==> config.mk <==
export PLATFORM = sky130hd
export DESIGN_NAME = prt_timer
export DESIGN_NICKNAME = d
export VERILOG_FILES = /design/src/rtl/prt_pkg.sv /design/src/rtl/prt_presc.sv /design/src/rtl/prt_count.sv /design/src/rtl/prt_timer.sv
export SDC_FILE = /design/constraint.sdc
export NUM_CORES = 1
export LEC_CHECK = 0
export CORE_MARGIN = 3
export CORE_UTILIZATION = 45
export CTS_BUF_LIST = sky130_fd_sc_hd__clkbuf_4
export CTS_CLUSTER_DIAMETER = 50
export DETAILED_ROUTE_END_ITERATION = 10
export PLACE_DENSITY = 0.73
export REMOVE_ABC_BUFFERS = 1
export SYNTH_ARGS = -nofsm -noshare
export SYNTH_HDL_FRONTEND = slang
export SYNTH_SLANG_ARGS = --single-unit
export TNS_END_PERCENT = 5
==> constraint.sdc <==
create_clock -name clk_i -period 2.67 [get_ports clk_i]
set_input_delay 0.534 -clock clk_i [delete_from_list [all_inputs] [get_ports clk_i]]
set_output_delay 0.534 -clock clk_i [all_outputs]
set_load 0.1 [all_outputs]
==> src/rtl/prt_pkg.sv <==
package prt_pkg;
  localparam int unsigned CB_EN     = 0;
  localparam int unsigned CB_AUTO   = 1;
  localparam int unsigned CB_IRQ    = 2;
  localparam int unsigned CB_PS_LSB = 8;

  typedef enum logic [1:0] {
    SEL_LOAD  = 2'd0,
    SEL_COUNT = 2'd1,
    SEL_CTRL  = 2'd2,
    SEL_STAT  = 2'd3
  } reg_sel_e;
endpackage

==> src/rtl/prt_presc.sv <==
module prt_presc #(
  parameter int unsigned PSW = 8
) (
  input  logic           clk_i,
  input  logic           rst_ni,
  input  logic           run_i,
  input  logic           restart_i,
  input  logic [PSW-1:0] div_i,
  output logic           tick_o
);
  logic [PSW-1:0] cnt_q;

  assign tick_o = run_i && (cnt_q == div_i);

  always_ff @(posedge clk_i or negedge rst_ni) begin
    if (!rst_ni)                  cnt_q <= '0;
    else if (!run_i || restart_i) cnt_q <= '0;
    else if (cnt_q == div_i)      cnt_q <= '0;
    else                          cnt_q <= cnt_q + PSW'(1);
  end

  AST_TICK_SPACING: assert property (@(posedge clk_i) disable iff (!rst_ni)
    (tick_o && div_i != '0 && !restart_i) |=> (!tick_o || div_i == '0));
endmodule

==> src/rtl/prt_count.sv <==
module prt_count import prt_pkg::*; #(
  parameter int unsigned DW = 32
) (
  input  logic          clk_i,
  input  logic          rst_ni,
  input  logic          tick_i,
  input  logic          en_i,
  input  logic          auto_i,
  input  logic [DW-1:0] load_i,
  input  logic          load_wr_i,
  input  logic          cnt_wr_i,
  input  logic          ctrl_wr_i,
  input  logic          stat_wr_i,
  input  logic [DW-1:0] wdata_i,
  output logic [DW-1:0] count_o,
  output logic          evt_o,
  output logic          restart_o
);
  logic [DW-1:0] count_q;
  logic          evt_q;
  logic          start, stop, hit_end, quiet;

  assign start   = ctrl_wr_i && wdata_i[CB_EN] && !(en_i && count_q != '0);
  assign stop    = ctrl_wr_i && !wdata_i[CB_EN];
  assign quiet   = !(load_wr_i || cnt_wr_i || ctrl_wr_i);
  // ignored enable write still lets the pending tick through
  assign hit_end = tick_i && count_q == DW'(1) && !load_wr_i && !cnt_wr_i && !start && !stop;

  always_ff @(posedge clk_i or negedge rst_ni) begin
    if (!rst_ni) begin
      count_q <= '0;
    end else if (load_wr_i || cnt_wr_i) begin
      count_q <= wdata_i;
    end else if (start) begin
      if (wdata_i[CB_AUTO]) count_q <= load_i;
    end else if (stop) begin
      count_q <= count_q;
    end else if (tick_i && count_q != '0) begin
      if (count_q == DW'(1)) count_q <= auto_i ? load_i : '0;
      else                   count_q <= count_q - DW'(1);
    end
  end

  always_ff @(posedge clk_i or negedge rst_ni) begin
    if (!rst_ni)                      evt_q <= 1'b0;
    else if (hit_end)                 evt_q <= 1'b1;
    else if (stat_wr_i && wdata_i[0]) evt_q <= 1'b0;
  end

  assign count_o   = count_q;
  assign evt_o     = evt_q;
  assign restart_o = start;

  AST_DEC_STEP: assert property (@(posedge clk_i) disable iff (!rst_ni)
    (tick_i && count_q > DW'(1) && quiet) |=> (count_q == $past(count_q) - DW'(1)));
  AST_END_EVENT: assert property (@(posedge clk_i) disable iff (!rst_ni)
    (tick_i && count_q == DW'(1) && quiet) |=> evt_q);
  AST_ONESHOT_HOLD: assert property (@(posedge clk_i) disable iff (!rst_ni)
    (count_q == '0 && !auto_i && quiet) |=> (count_q == '0));
  AST_RELOAD: assert property (@(posedge clk_i) disable iff (!rst_ni)
    (tick_i && auto_i && count_q == DW'(1) && quiet) |=> (count_q == $past(load_i)));
  AST_RUN_IGNORED: assert property (@(posedge clk_i) disable iff (!rst_ni)
    (ctrl_wr_i && wdata_i[CB_EN] && en_i && count_q != '0 && !tick_i) |=> $stable(count_q));
  AST_STOP_FROZEN: assert property (@(posedge clk_i) disable iff (!rst_ni)
    (!en_i && quiet) |=> $stable(count_q));
endmodule

==> src/rtl/prt_timer.sv <==
module prt_timer import prt_pkg::*; #(
  parameter int unsigned DW  = 32,
  parameter int unsigned PSW = 8
) (
  input  logic          clk_i,
  input  logic          rst_ni,
  input  logic          wr_i,
  input  logic          rd_i,
  input  logic [3:0]    addr_i,
  input  logic [DW-1:0] wdata_i,
  output logic [DW-1:0] rdata_o,
  output logic          rvalid_o,
  output logic          irq_o
);
  localparam int unsigned CTRL_W = CB_PS_LSB + PSW;

  reg_sel_e       sel;
  logic           hit;
  logic           load_wr, cnt_wr, ctrl_wr, stat_wr;
  logic [DW-1:0]  load_q, count, ctrl_rd, rd_mux, rdata_q;
  logic           en_q, auto_q, irqen_q, rvalid_q;
  logic [PSW-1:0] ps_q;
  logic           tick, evt, restart;

  assign sel     = reg_sel_e'(addr_i[3:2]);
  assign hit     = addr_i[1:0] == 2'b00;
  assign load_wr = wr_i && hit && sel == SEL_LOAD;
  assign cnt_wr  = wr_i && hit && sel == SEL_COUNT;
  assign ctrl_wr = wr_i && hit && sel == SEL_CTRL;
  assign stat_wr = wr_i && hit && sel == SEL_STAT;

  always_ff @(posedge clk_i or negedge rst_ni) begin
    if (!rst_ni) begin
      load_q  <= '0;
      en_q    <= 1'b0;
      auto_q  <= 1'b0;
      irqen_q <= 1'b0;
      ps_q    <= '0;
    end else begin
      if (load_wr) load_q <= wdata_i;
      if (ctrl_wr) begin
        en_q    <= wdata_i[CB_EN];
        auto_q  <= wdata_i[CB_AUTO];
        irqen_q <= wdata_i[CB_IRQ];
        ps_q    <= wdata_i[CB_PS_LSB +: PSW];
      end
    end
  end

  always_comb begin
    ctrl_rd                     = '0;
    ctrl_rd[CB_EN]              = en_q;
    ctrl_rd[CB_AUTO]            = auto_q;
    ctrl_rd[CB_IRQ]             = irqen_q;
    ctrl_rd[CB_PS_LSB +: PSW]   = ps_q;
    rd_mux = '0;
    if (hit) begin
      unique case (sel)
        SEL_LOAD:  rd_mux = load_q;
        SEL_COUNT: rd_mux = count;
        SEL_CTRL:  rd_mux = ctrl_rd;
        SEL_STAT:  rd_mux = DW'(evt);
        default:   rd_mux = '0;
      endcase
    end
  end

  always_ff @(posedge clk_i or negedge rst_ni) begin
    if (!rst_ni) begin
      rdata_q  <= '0;
      rvalid_q <= 1'b0;
    end else begin
      rvalid_q <= rd_i;
      if (rd_i) rdata_q <= rd_mux;
    end
  end

  prt_presc #(.PSW(PSW)) u_presc (
    .clk_i     (clk_i),
    .rst_ni    (rst_ni),
    .run_i     (en_q),
    .restart_i (restart),
    .div_i     (ps_q),
    .tick_o    (tick)
  );

  prt_count #(.DW(DW)) u_count (
    .clk_i     (clk_i),
    .rst_ni    (rst_ni),
    .tick_i    (tick),
    .en_i      (en_q),
    .auto_i    (auto_q),
    .load_i    (load_q),
    .load_wr_i (load_wr),
    .cnt_wr_i  (cnt_wr),
    .ctrl_wr_i (ctrl_wr),
    .stat_wr_i (stat_wr),
    .wdata_i   (wdata_i),
    .count_o   (count),
    .evt_o     (evt),
    .restart_o (restart)
  );

  assign rdata_o  = rdata_q;
  assign rvalid_o = rvalid_q;
  assign irq_o    = evt && irqen_q;

  initial assert (DW > CTRL_W);
  AST_IRQ_MASKED: assert property (@(posedge clk_i) disable iff (!rst_ni)
    !irqen_q |-> !irq_o);
  AST_READ_LAT: assert property (@(posedge clk_i) disable iff (!rst_ni)
    rd_i |=> rvalid_o);
  AST_NO_SPUR_VALID: assert property (@(posedge clk_i) disable iff (!rst_ni)
    !rd_i |=> !rvalid_o);
endmodule

Word-level counts from Yosys, hierarchy flattened
Index checks and enable logic that the tools add are counted.
{ "totals": {"reg_bits": 117, "input_bits": 40, "word_cells": 65} }
{ "op_classes": {"add_sub_neg": 2, "eq_ne": 7, "muxes": 13, "n_reduce_logical": 33} }
{ "ops": {"columns": ["operator", "n"], "rows": [
  ["32-bit two-way mux", 8],
  ["32-bit one-hot mux with 4 select lines", 1],
  ["32-bit by 1-bit == test with 1-bit output, second input constant", 1],
  ["32-bit nonzero test", 1],
  ["32-bit by 1-bit subtractor with 32-bit output, second input constant", 1],
  ["1-bit logical AND", 18],
  ["8-bit two-way mux", 2],
  ["8-bit by 1-bit adder with 8-bit output, second input constant", 1],
  ["8-bit == test", 1],
  ["1-bit logical NOT", 7],
  ["2-bit == test, second input constant", 2],
  ["2-bit logical NOT", 2],
  ["3-bit by 2-bit inequality test with 1-bit output, second input constant", 1],
  ["3-bit inequality test, second input constant", 1],
  ["3-bit AND reduction", 1],
  ["3-bit nonzero test", 1],
  ["2-bit by 1-bit == test with 1-bit output, second input constant", 1],
  ["1-bit logical OR", 2],
  ["1-bit two-way mux", 2],
  ["2-bit nonzero test", 1]
]} }

Logic depth before layout (Yosys ltp)
Gate-level depths: netlist of run 1.
{ "depth": {"depth_word": 9, "ltp_mapped": 10} }

Hierarchy
A second synthesis of run 1 with hierarchy kept.
{ "hier_totals": {"cells_unflattened": 598, "area_unflattened_um2": 6587.6} }
{ "by_module_without_submodules": {"columns": ["module", "instances", "cells_each", "area_per_inst_um2", "seq_area_each_um2"], "rows": [
  ["prt_timer", 1, 268, 3542.1, 1901.8],
  ["prt_count", 1, 283, 2523.7, 825.8],
  ["prt_presc", 1, 47, 521.8, 200.2]
]} }

Worst setup path before layout of run 1
Ideal clock, no wire load.
{ "synth_timing": {"path_kind": "flip-flop to flip-flop", "from": "register u_count.count_q[0], in the netlist u_count.count_o[0]", "to": "register u_count.count_q[23], in the netlist u_count.count_o[23]", "setup_ns": 0.126, "arrival_time_ns": 2.229, "setup_slack_ns": 0.315, "path_stages_with_launch": 10, "period_less_slack_ns": 2.355, "path_cell_list": "dfrtp_1 inv_1 ha_1 nor4b_4 and4_1 a31oi_4 o21a_1 buf_6 a22o_1 a221o_1"} }
{ "synth_between": {"elab_chain_cells": 6, "word_cells_on_any_way": 16, "cone_classes": "1 x add/sub; 3 x eq/ne; 5 x mux; 7 x reduce/logical"} }
{ "synth_rtl": {"columns": ["element", "line_no", "rtl"], "rows": [
  ["start, declared", "prt_count.sv:19", "logic [DW-1:0] count_q;"],
  ["start signal, assigned", "prt_count.sv:33", "count_q <= wdata_i;"],
  ["start signal, assigned", "prt_count.sv:35", "if (wdata_i[CB_AUTO]) count_q <= load_i;"],
  ["start signal, assigned", "prt_count.sv:37", "count_q <= count_q;"],
  ["32-bit by 1-bit subtractor with 32-bit output (tied with other cells)", "prt_count.sv:40", "else count_q <= count_q - DW'(1);"],
  ["32-bit two-way mux / 1-bit logical AND (equally long branches)", "prt_count.sv:39, prt_count.sv:23", null],
  ["32-bit two-way mux / 1-bit logical NOT (equally long branches)", "prt_count.sv:38, prt_count.sv:23", null],
  ["32-bit two-way mux / 1-bit logical AND (equally long branches)", "prt_count.sv:36, prt_count.sv:23", null],
  ["32-bit two-way mux (tied with other cells)", "prt_count.sv:34", "end else if (start) begin"],
  ["32-bit two-way mux / 3-bit AND reduction (equally long branches)", null, null]
]} }
Parallel ways exist; a longest one is shown, timed or not. The select of a mux whose other input is x is not followed.
A chain may end at the register's enable or synchronous reset.

Worst setup path after layout of run 1
{ "layout_timing": {"from": "register u_count.count_q[1], in the netlist u_count.count_o[1]", "to": "register u_count.count_q[30], in the netlist u_count.count_o[30]"} }
Same word-level chain as after synthesis.

==> summary.txt, run 1 <==
max-slew violations -> 0
status -> finished, final reports clean
GRT Total Usage -> 22.8%
GRT met2 Usage -> 36.1%
DR DRC count -> 0
Pleak -> 0.00330 uW
antenna violations before repair -> 0
Worst EP required -> 3110 ps
setup TNS -> 0 ps
WL per Instance -> 19.1 um
die area -> 15500 um2
site row count -> 42
post-DP HPWL -> 12200 um
Clk pin slew, worst setup/hold paths -> 110 ps
P per Cell Area -> 766 nW/um2
dominant cell type by area after synthesis -> dfrtp_1
First DRT Iteration DRCs -> 364
Antenna diodes -> 0
CP max stage cell -> dfrtp_1
RSZ-0062 raised after global routing -> false
CP endpoint kind -> flop
Fmax -> 393 MHz
VDD IR-drop max -> 737 uV
Final nets -> 756
fin area -> 7750 um2
final-report hold violation count -> 0
largest net degree at the start of global routing -> 76
crit-path cells -> inv_1 > ha_1 > nor4b_4 > and4_4 > a31oi_4 > buf_4 > o21a_2 > buf_4 > o31ai_1 > a21oi_1 > a221o_1
clk sinks -> 117
grt peak-use layer -> met2
PortBufs -> 73
die height -> 125 um
critical path arrival -> 2990 ps
IO Pins -> 74
Post-Route WL -> 17200 um
DR vias/cell -> 5.91
CP Launch Type -> flop
Clock Tree Buf Depth -> 2
EDFF count, synth -> 0
Hold Path Class -> in2reg
vias in the first global route -> 5491
min Tclk post-route -> 2550 ps
core area -> 13500 um2
Clk Latency, worst-skew pair -> 550 ps
post-synthesis cell area -> 6340 um2
Syn Area/Cell -> 10.4 um2
Mapped Cells -> 611
Post-synth top cells -> dfrtp_1 (117), nor2_1 (54), mux2_2 (42), inv_1 (37)
global placement routability congestion -> 0.914
Yosys top cell area share -> 46.2%
ys flop type -> dfrtp_1
CP top delay family -> compound AO/OA/AOI/OAI gates
final period utilization -> 95.4%
CTS Buf Count -> 17
H-tree depth -> 4
Post-CTS Setup Inserts -> 0
drt pass-1 iters -> 5
grt met3 use -> 5.19%
Critical path buffers and inverters -> 3
worst hold slack -> 439 ps
Final setup violation count -> 0
grt total ovfl -> 0
pin slew with the least headroom to its limit -> 888 ps
Critical Path Max Stage Delay -> 440 ps
first-pass GRT wire length -> 28600 um
critical path type -> reg2reg
Synth-to-Final Area Change -> 22.3%
maxcap violations -> 0
largest cells by area after synthesis -> dfrtp_1 (46%), mux2_2 (7.5%), mux2i_1 (4.9%), xor2_1 (3.7%), nor2_1 (3.2%)
initial core utilization -> 46.9%
Detail Route Antenna Nets -> 0
root buffer cell -> clkbuf_4
CP dominant cell by count -> buf_4
via count -> 5328
#FFs+latches synth -> 117
yosys warns -> 0
layout cells sized above 1 -> 27.7%
Setup Skew -> 16.8 ps
met1 Resource Use GR -> 30.7%
die width -> 125 um
CTS tree -> yes
total chip power -> 5940 uW
Area after DPL -> 7410 um2
top-count cell post-synth -> dfrtp_1
Netlist cell types -> 57
worst-path fanout max -> 13
Slew headroom -> 40.6%
Synth async-reset ratio -> 100%
Seq/Total Area, Yosys -> 46.2%
==> report_power, final <==
| group | internal, uW | leakage, uW | switching, uW | total [uW] |
|---|---|---|---|---|
| registers | 2180 | 0.00145 | 528 | 2710 |
| logic | 817 | 0.00168 | 1000 | 1820 |
| clock network | 760 | 0.000173 | 652 | 1410 |
| total | 3760 | 0.00330 | 2180 | 5940 |
==> kinds of logic after synthesis <==
kind of cell               count (synthesis)  synth area share [%]
and+or+nand+nor                          183                  16.3
AOI/OAI and AO/OA                        121                  13.6
DFF                                      117                  46.2
buffers and inverters                     77                  5.45
muxes                                     75                  13.1
xor gates and xnor gates                  35                  4.84
adders and majority gates                  3                 0.592
==> flip-flops by register name, summed over array words and instances (netlist names) <==
| signal | count |
|---|---|
| u_presc.cnt_q | 8 |
| auto_q | 1 |
| rdata_o | 32 |
| irqen_q | 1 |
| load_q | 32 |
| rvalid_o | 1 |
| en_q | 1 |
| u_count.count_o | 32 |
| ps_q | 8 |
| u_count.evt_o | 1 |
==> cell type report <==
class / count / area [um2]
clock buffers: 20 / 150
clock inverters: 12 / 160
fillers: 1172 / 5750
inverters: 38 / 143
repair buffers: 122 / 1060
multi-input cells: 417 / 3090
well taps: 176 / 220
flip-flops and latches: 117 / 2930
==> path summary, 6_finish.rpt <==
path                                                      from                               to  slack (ps)  cells after the start
max in group asynchronous                               rst_ni   u_count.count_o[0]$_DFFE_PN0P_        1640                      3
worst max register to register  u_count.count_o[1]$_DFFE_PN0P_  u_count.count_o[30]$_DFFE_PN0P_         120                     11
worst min-delay path                                 addr_i[2]        u_count.evt_o$_DFFE_PN0P_         440                      4
worst max-delay path            u_count.count_o[1]$_DFFE_PN0P_  u_count.count_o[30]$_DFFE_PN0P_         120                     11
min in group asynchronous                               rst_ni           load_q[25]$_DFFE_PN0P_         540                      3
worst min register to register         rdata_o[22]$_DFFE_PN0P_          rdata_o[22]$_DFFE_PN0P_         530                      2
==> through the flow <==
stage / cells / worst slack [ps] / utilization [%]
2_1_floorplan: 572 / -511 / -
3_3_place_gp: 869 / 34.3 / 54.9
3_5_place_dp: 869 / -73.3 / 54.9
4_1_cts: 902 / 66.7 / 57.3
5_1_grt: 902 / 13.7 / 57.4
6_report: 902 / 124 / 57.4
==> cell usage in the layout, fill, tap and decap left out, types with 3 or more instances in the layout <==
cell	instances
a21oi_1	24
a221oi_1	12
a221oi_2	9
a22o_1	3
and2_1	4
and3_1	3
buf_12	4
buf_4	79
bufinv_16	4
clkbuf_4	20
clkdlybuf4s50_1	37
clkinv_1	3
clkinv_2	4
dfrtp_1	117
ha_1	3
inv_1	37
mux2_2	42
mux2i_1	31
nand2_1	22
nand3_1	9
nand4_1	5
nor2_1	52
nor2_2	4
nor3_1	31
nor3_2	18
nor4_1	8
o21ai_0	17
o21ai_1	4
o22ai_1	31
o31ai_1	4
or3_1	11
xnor2_1	8
xor2_1	27
==> what timing repair did <==
action | in CTS | in global routing
gates resized for setup | 1 | 4
pin swaps | 0 | 0
gates cloned | 0 | 0
hold endpoints to repair | 50 | 0
hold buffers | 1 | 0
setup endpoints to repair | 1 | 6
==> per-layer routing <==
metal / up-vias / routed length, um
met5: - / 0
met4: 0 / 463
met3: 45 / 993
met2: 193 / 8150
met1: 2656 / 7610
li1: 2434 / -
==> tightest hold or removal path, delay by kind of cell <==
kind	cells	cell delay, ps
buffers and inverters	1	170
AOI/OAI and AO/OA	2	160
and+or+nand+nor	1	90
(Power assumes the default switching activity.)
==> run 2, diff against run 1 <==
Settings changed: CORE_UTILIZATION 45 to 58, PLACE_DENSITY 0.73 to 0.89.
==> run 2 against run 1 <==
  * Flip-flop and latch count unchanged
  * First-iteration DRC count up 29%
  * Wire length is 2.3% lower
  * Final area down 1.6%
  * Largest cell class unchanged
  * Largest power group unchanged
==> summary.txt, run 2 (same netlist as run 1, synthesis figures left out) <==
area of the multi-input gates -> 3090 um2
GRT Total Usage -> 28.1%
Pleak -> 0.00326 uW
First DRT Iteration DRCs -> 471
clk sinks -> 117
drt pass-1 iters -> 5
global placement routability congestion -> 0.945
WL per Instance -> 19.7 um
total chip power -> 5880 uW
Worst EP required -> 3060 ps
max-slew violations -> 0
largest net degree at the start of global routing -> 62
register area -> 2930 um2
R2R setup slack -> 60 ps
first-pass GRT wire length -> 28100 um
final-report hold violation count -> 0
Clock Tree Buf Depth -> 2
Antenna diodes -> 0
via count -> 5320
CP endpoint kind -> flop
Slew headroom -> 47.1%
min Tclk post-route -> 2610 ps
switching fraction of total power -> 37.4%
vias in the first global route -> 5650
critical path type -> reg2reg
Post-Route WL -> 16800 um
Final nets -> 748
pre-CTS setup slack -> -60.7 ps
die height -> 111 um
CTS Buf Count -> 17
Setup WS post-layout -> 61.5 ps
CTS tree -> yes
die width -> 111 um
fillers -> 731
DR vias/cell -> 6.24
most common cell after layout, fill and taps aside -> dfrtp_1
combinational share of power -> 29.2%
site row count -> 37
status -> finished, final reports clean
Internal -> 3680 uW
P per Cell Area -> 771 nW/um2
Net Sw Power -> 2200 uW
DR DRC count -> 0
Inst Count DP -> 819
grt total ovfl -> 0
maxcap violations -> 0
initial core utilization -> 60.6%
final core utilization -> 72.9%
Detail Route Antenna Nets -> 0
fin cells -> 853
PortBufs -> 73
post-DP HPWL -> 11800 um
layout cells sized above 1 -> 26.4%
Clk Latency, worst-skew pair -> 510 ps
final period utilization -> 97.7%
RSZ-0062 raised after global routing -> true
Setup Skew -> 19.0 ps
sequential share of power -> 46.9%
antenna violations before repair -> 0
Fmax -> 383 MHz
IO Pins -> 74
Clock power frac -> 23.9%
VDD IR-drop max -> 429 uV
commonest cells after routing, fill and taps aside -> dfrtp_1 (117), buf_4 (71), nor2_1 (52), mux2_2 (42)
Hold Path Class -> in2async
Final setup violation count -> 0
H-tree depth -> 4
CP Launch Type -> flop
core area -> 10500 um2
die area -> 12200 um2
Clk pin slew, worst setup/hold paths -> 110 ps
Synth-to-Final Area Change -> 20.3%
root buffer cell -> clkbuf_4
critical path arrival -> 3000 ps
pin slew with the least headroom to its limit -> 792 ps
worst-path fanout max -> 19
-- run 2: cell count changes in the layout (fill, tap and decap cells not counted) --
cell      before  now
and4_4         1    0
clkinv_1       3    4
buf_4         79   71
o21a_1         0    1
nor4_1         8    9
o21a_2         1    0
and4_1         0    1
a221oi_2       9   10
clkbuf_4      20   18
nor4_2         2    1
a221oi_1      12   11
-- run 2: per-stage QoR --
stage | cell area (um2) | hold WS [ps] | TNS (ps)
after floorplan | 6140 | 238 | -22470
after global placement | 7280 | 434 | -12.6
after detailed placement | 7280 | 443 | -314
after CTS | 7590 | 434 | 0
after global routing | 7630 | 416 | -15.2
final | 7630 | 438 | 0
-- run 2: final timing paths --
kind,cells after the start,endpoint,from
max in group asynchronous,3,irqen_q$_DFFE_PN0P_,rst_ni
min in group clk_i,4,rdata_o[9]$_DFFE_PN0P_,addr_i[2]
min reg2reg,2,rdata_o[23]$_DFFE_PN0P_,rdata_o[23]$_DFFE_PN0P_
min,2,rdata_o[22]$_DFFE_PN0P_,rst_ni
max,9,u_count.count_o[8]$_DFFE_PN0P_,u_count.count_o[1]$_DFFE_PN0P_
max reg2reg,9,u_count.count_o[8]$_DFFE_PN0P_,u_count.count_o[1]$_DFFE_PN0P_
-- run 2: routing by layer --
layer	GRT usage, %	routed length (um)
met1	36.5	6950
met2	46.0	8080
met3	6.08	1240
met4	11.0	561
met5	0	0
-- run 2: critical path: stages, from the launching register on --
cell	delay, ps
dfrtp_1	460
inv_1	90
ha_1	210
nor4b_4	140
and4_1	230
a31oi_4	270
mux2i_4	400
nand2_4	240
a221oi_1	350
nor3_2	90
-- run 2: final cells by class --
class	instances	area share [%]
Timing Repair Buffer	114	13.1
Clock inverter	13	2.15
Clock buffer	18	1.77
Multi-Input combinational cell	417	40.5
Inverter	38	1.87
Tap cell	136	2.23
Sequential cell	117	38.4
-- run 2: power by group through the flow --
stage                     sequential, uW  clock (uW)  combinational (uW)
after global routing                2820        1500                1870
after global placement              2730           0                1620
after CTS                           2740        1420                1710
final                               2760        1410                1720
after floorplan                     2870           0                 980
after detailed placement            2770           0                1690
-- run 2: repair_timing --
item                                   CTS  global route
resized for setup                        0             3
setup buffers                            0             2
setup endpoints to repair                0            10
endpoints found under the hold margin   20             0
hold buffers                             1             0
==> run 3, diff against run 2 <==
Settings changed: ABC_AREA from default to 1, CORE_UTILIZATION 58 to 59, PLACE_DENSITY 0.89 to 0.9, SKIP_LAST_GASP from default to 1.
==> run 3 against run 2 <==
  * Worst hold slack improved by 76 ps
  * Power grew 14%
  * Worst setup slack better by 130 ps
  * Combinational power grew 49%
  * Wire length increased by 12%
  * Global-route usage grew 3.2 points
  * Synthesized cell count grew 49%
  * Non-clock buffer count down 15
  * Final area rose by 2.2%
  * Critical path depth up 4
  * Largest cell class unchanged
==> summary.txt, run 3 <==
critical path type -> reg2reg
Setup WS post-layout -> 191 ps
Final nets -> 1037
critical path arrival -> 2910 ps
Post-Route WL -> 18800 um
pre-CTS setup slack -> 107 ps
RSZ-0062 raised after global routing -> false
post-synthesis cell area -> 6630 um2
area of the multi-input gates -> 3060 um2
CP max stage cell -> dfrtp_1
pin slew with the least headroom to its limit -> 615 ps
fin cells -> 1147
site row count -> 38
Seq/Total Area, Yosys -> 44.2%
Mapped Cells -> 911
Post-CTS Setup Inserts -> 0
largest net degree at the start of global routing -> 48
Synth async-reset ratio -> 100%
PortBufs -> 73
Net Sw Power -> 2830 uW
first-pass GRT wire length -> 31300 um
Clock Tree Buf Depth -> 2
P per Cell Area -> 860 nW/um2
crit-path cells -> inv_1 > ha_1 > nand2_2 > nor2_4 > nand2_2 > o21ai_2 > nand3_1 > nand2_2 > nand2_4 > nand2_4 > inv_4 > nand2_1 > nand3_1
die height -> 112 um
GRT Total Usage -> 31.3%
R2R setup slack -> 190 ps
Area after DPL -> 7460 um2
core area -> 10900 um2
antenna violations before repair -> 0
Final setup violation count -> 0
grt total ovfl -> 0
Antenna diodes -> 0
CTS tree -> yes
dominant cell type by area after synthesis -> dfrtp_1
fin area -> 7790 um2
Yosys top cell area share -> 44.2%
Fmax -> 403 MHz
largest cells by area after synthesis -> dfrtp_1 (44%), nand2_1 (16%), inv_1 (6.6%), nand3_1 (5.4%), nor2_1 (5.1%)
Netlist cell types -> 39
PostCTS Resize Cnt -> 0
Hold Path Class -> reg2reg
most common cell after layout, fill and taps aside -> nand2_1
min Tclk post-route -> 2480 ps
Clk Latency, worst-skew pair -> 550 ps
die area -> 12500 um2
CTS Buf Count -> 17
sequential share of power -> 39.8%
DR vias/cell -> 5.61
worst hold slack -> 514 ps
drt pass-1 iters -> 5
CP dominant cell by count -> nand2_2
Clock power frac -> 21.9%
maxcap violations -> 0
top-count cell post-synth -> nand2_1
final-report hold violation count -> 0
Setup Skew -> 20.0 ps
via count -> 6430
total chip power -> 6700 uW
H-tree depth -> 4
#FFs+latches synth -> 117
global placement routability congestion -> 0.920
CP Launch Type -> flop
Critical Path Max Stage Delay -> 430 ps
Slew headroom -> 59.0%
Synth-to-Final Area Change -> 17.6%
First DRT Iteration DRCs -> 680
IO Pins -> 74
die width -> 112 um
Worst EP required -> 3100 ps
layout cells sized above 1 -> 11.3%
clk sinks -> 117
CP endpoint kind -> flop
ys flop type -> dfrtp_1
max-slew violations -> 0
Post-synth top cells -> nand2_1 (277), dfrtp_1 (117), inv_1 (116), nor2_1 (90), nand3_1 (72)
EDFF count, synth -> 0
initial core utilization -> 60.8%
root buffer cell -> clkbuf_4
Clk pin slew, worst setup/hold paths -> 120 ps
worst-path fanout max -> 25
VDD IR-drop max -> 630 uV
commonest cells after routing, fill and taps aside -> nand2_1 (277), dfrtp_1 (117), inv_1 (116), nor2_1 (89), nand3_1 (72)
post-DP HPWL -> 13400 um
combinational share of power -> 38.3%
fillers -> 881
status -> finished, final reports clean
Pleak -> 0.00386 uW
DR DRC count -> 0
WL per Instance -> 16.4 um
Detail Route Antenna Nets -> 0
final period utilization -> 92.8%
yosys warns -> 0
vias in the first global route -> 6379
switching fraction of total power -> 42.2%
Inst Count DP -> 1114
Syn Area/Cell -> 7.27 um2
register area -> 2930 um2
Internal -> 3870 uW
run 3: per-stage QoR:
step / util [%] / TNS (ps)
2_1_floorplan: - / -4290
5_1_grt: 71.6 / 0
3_5_place_dp: 68.6 / 0
3_3_place_gp: 68.6 / 0
4_1_cts: 71.6 / 0
6_report: 71.6 / 0
run 3: per-layer routing:
layer  share of wire [%]  global-route usage, %
met5                   0                      0
met4                 3.3                   12.8
met3                 8.2                   7.77
met2                  47                   50.1
met1                  41                   40.9
run 3: worst paths after layout:
check | cells past startpoint | end | startpoint
worst max-delay path | 13 | u_count.count_o[4]$_DFFE_PN0P_ | u_count.count_o[0]$_DFFE_PN0P_
worst min-delay path | 1 | u_presc.cnt_q[0]$_DFF_PN0_ | u_presc.cnt_q[0]$_DFF_PN0_
worst max register to register | 13 | u_count.count_o[4]$_DFFE_PN0P_ | u_count.count_o[0]$_DFFE_PN0P_
worst min register to register | 1 | u_presc.cnt_q[0]$_DFF_PN0_ | u_presc.cnt_q[0]$_DFF_PN0_
max in group asynchronous | 3 | rdata_o[9]$_DFFE_PN0P_ | rst_ni
min in group asynchronous | 2 | rvalid_o$_DFF_PN0_ | rst_ni
run 3: timing repair:
action                                 in CTS  in global routing
endpoints found under the hold margin      16                  0
hold buffers                                1                  0
setup endpoints to repair                   0                  0
run 3: layout make-up:
type / instances / area share (%)
Tap cell: 140 / 2.25
Timing Repair Buffer: 99 / 10.9
Sequential cell: 117 / 37.6
Multi-Input combinational cell: 637 / 39.2
Inverter: 122 / 5.91
Clock buffer: 18 / 1.73
Clock inverter: 14 / 2.36
run 3: power groups by stage:
stage	clock [uW]	combinational (uW)	sequential [uW]
2_1_floorplan	0	1720	2780
4_1_cts	1470	2560	2650
3_3_place_gp	0	2470	2670
6_report	1470	2570	2670
3_5_place_dp	0	2540	2680
5_1_grt	1560	2910	2730
run 3: cell families after synthesis:
family	Yosys count	synth area share [%]
AOI/OAI and AO/OA	129	11.3
xor gates and xnor gates	37	4.89
adders and majority gates	3	0.567
buffers and inverters	157	9.69
DFF	117	44.2
and+or+nand+nor	468	29.3
run 3: critical path, delay by kind of cell (launching register included):
kind                       cells  cell delay (ps)
AOI/OAI and AO/OA              1              190
adders and majority gates      1              250
buffers and inverters          2              330
DFF                            1              430
and+or+nand+nor                9             1150
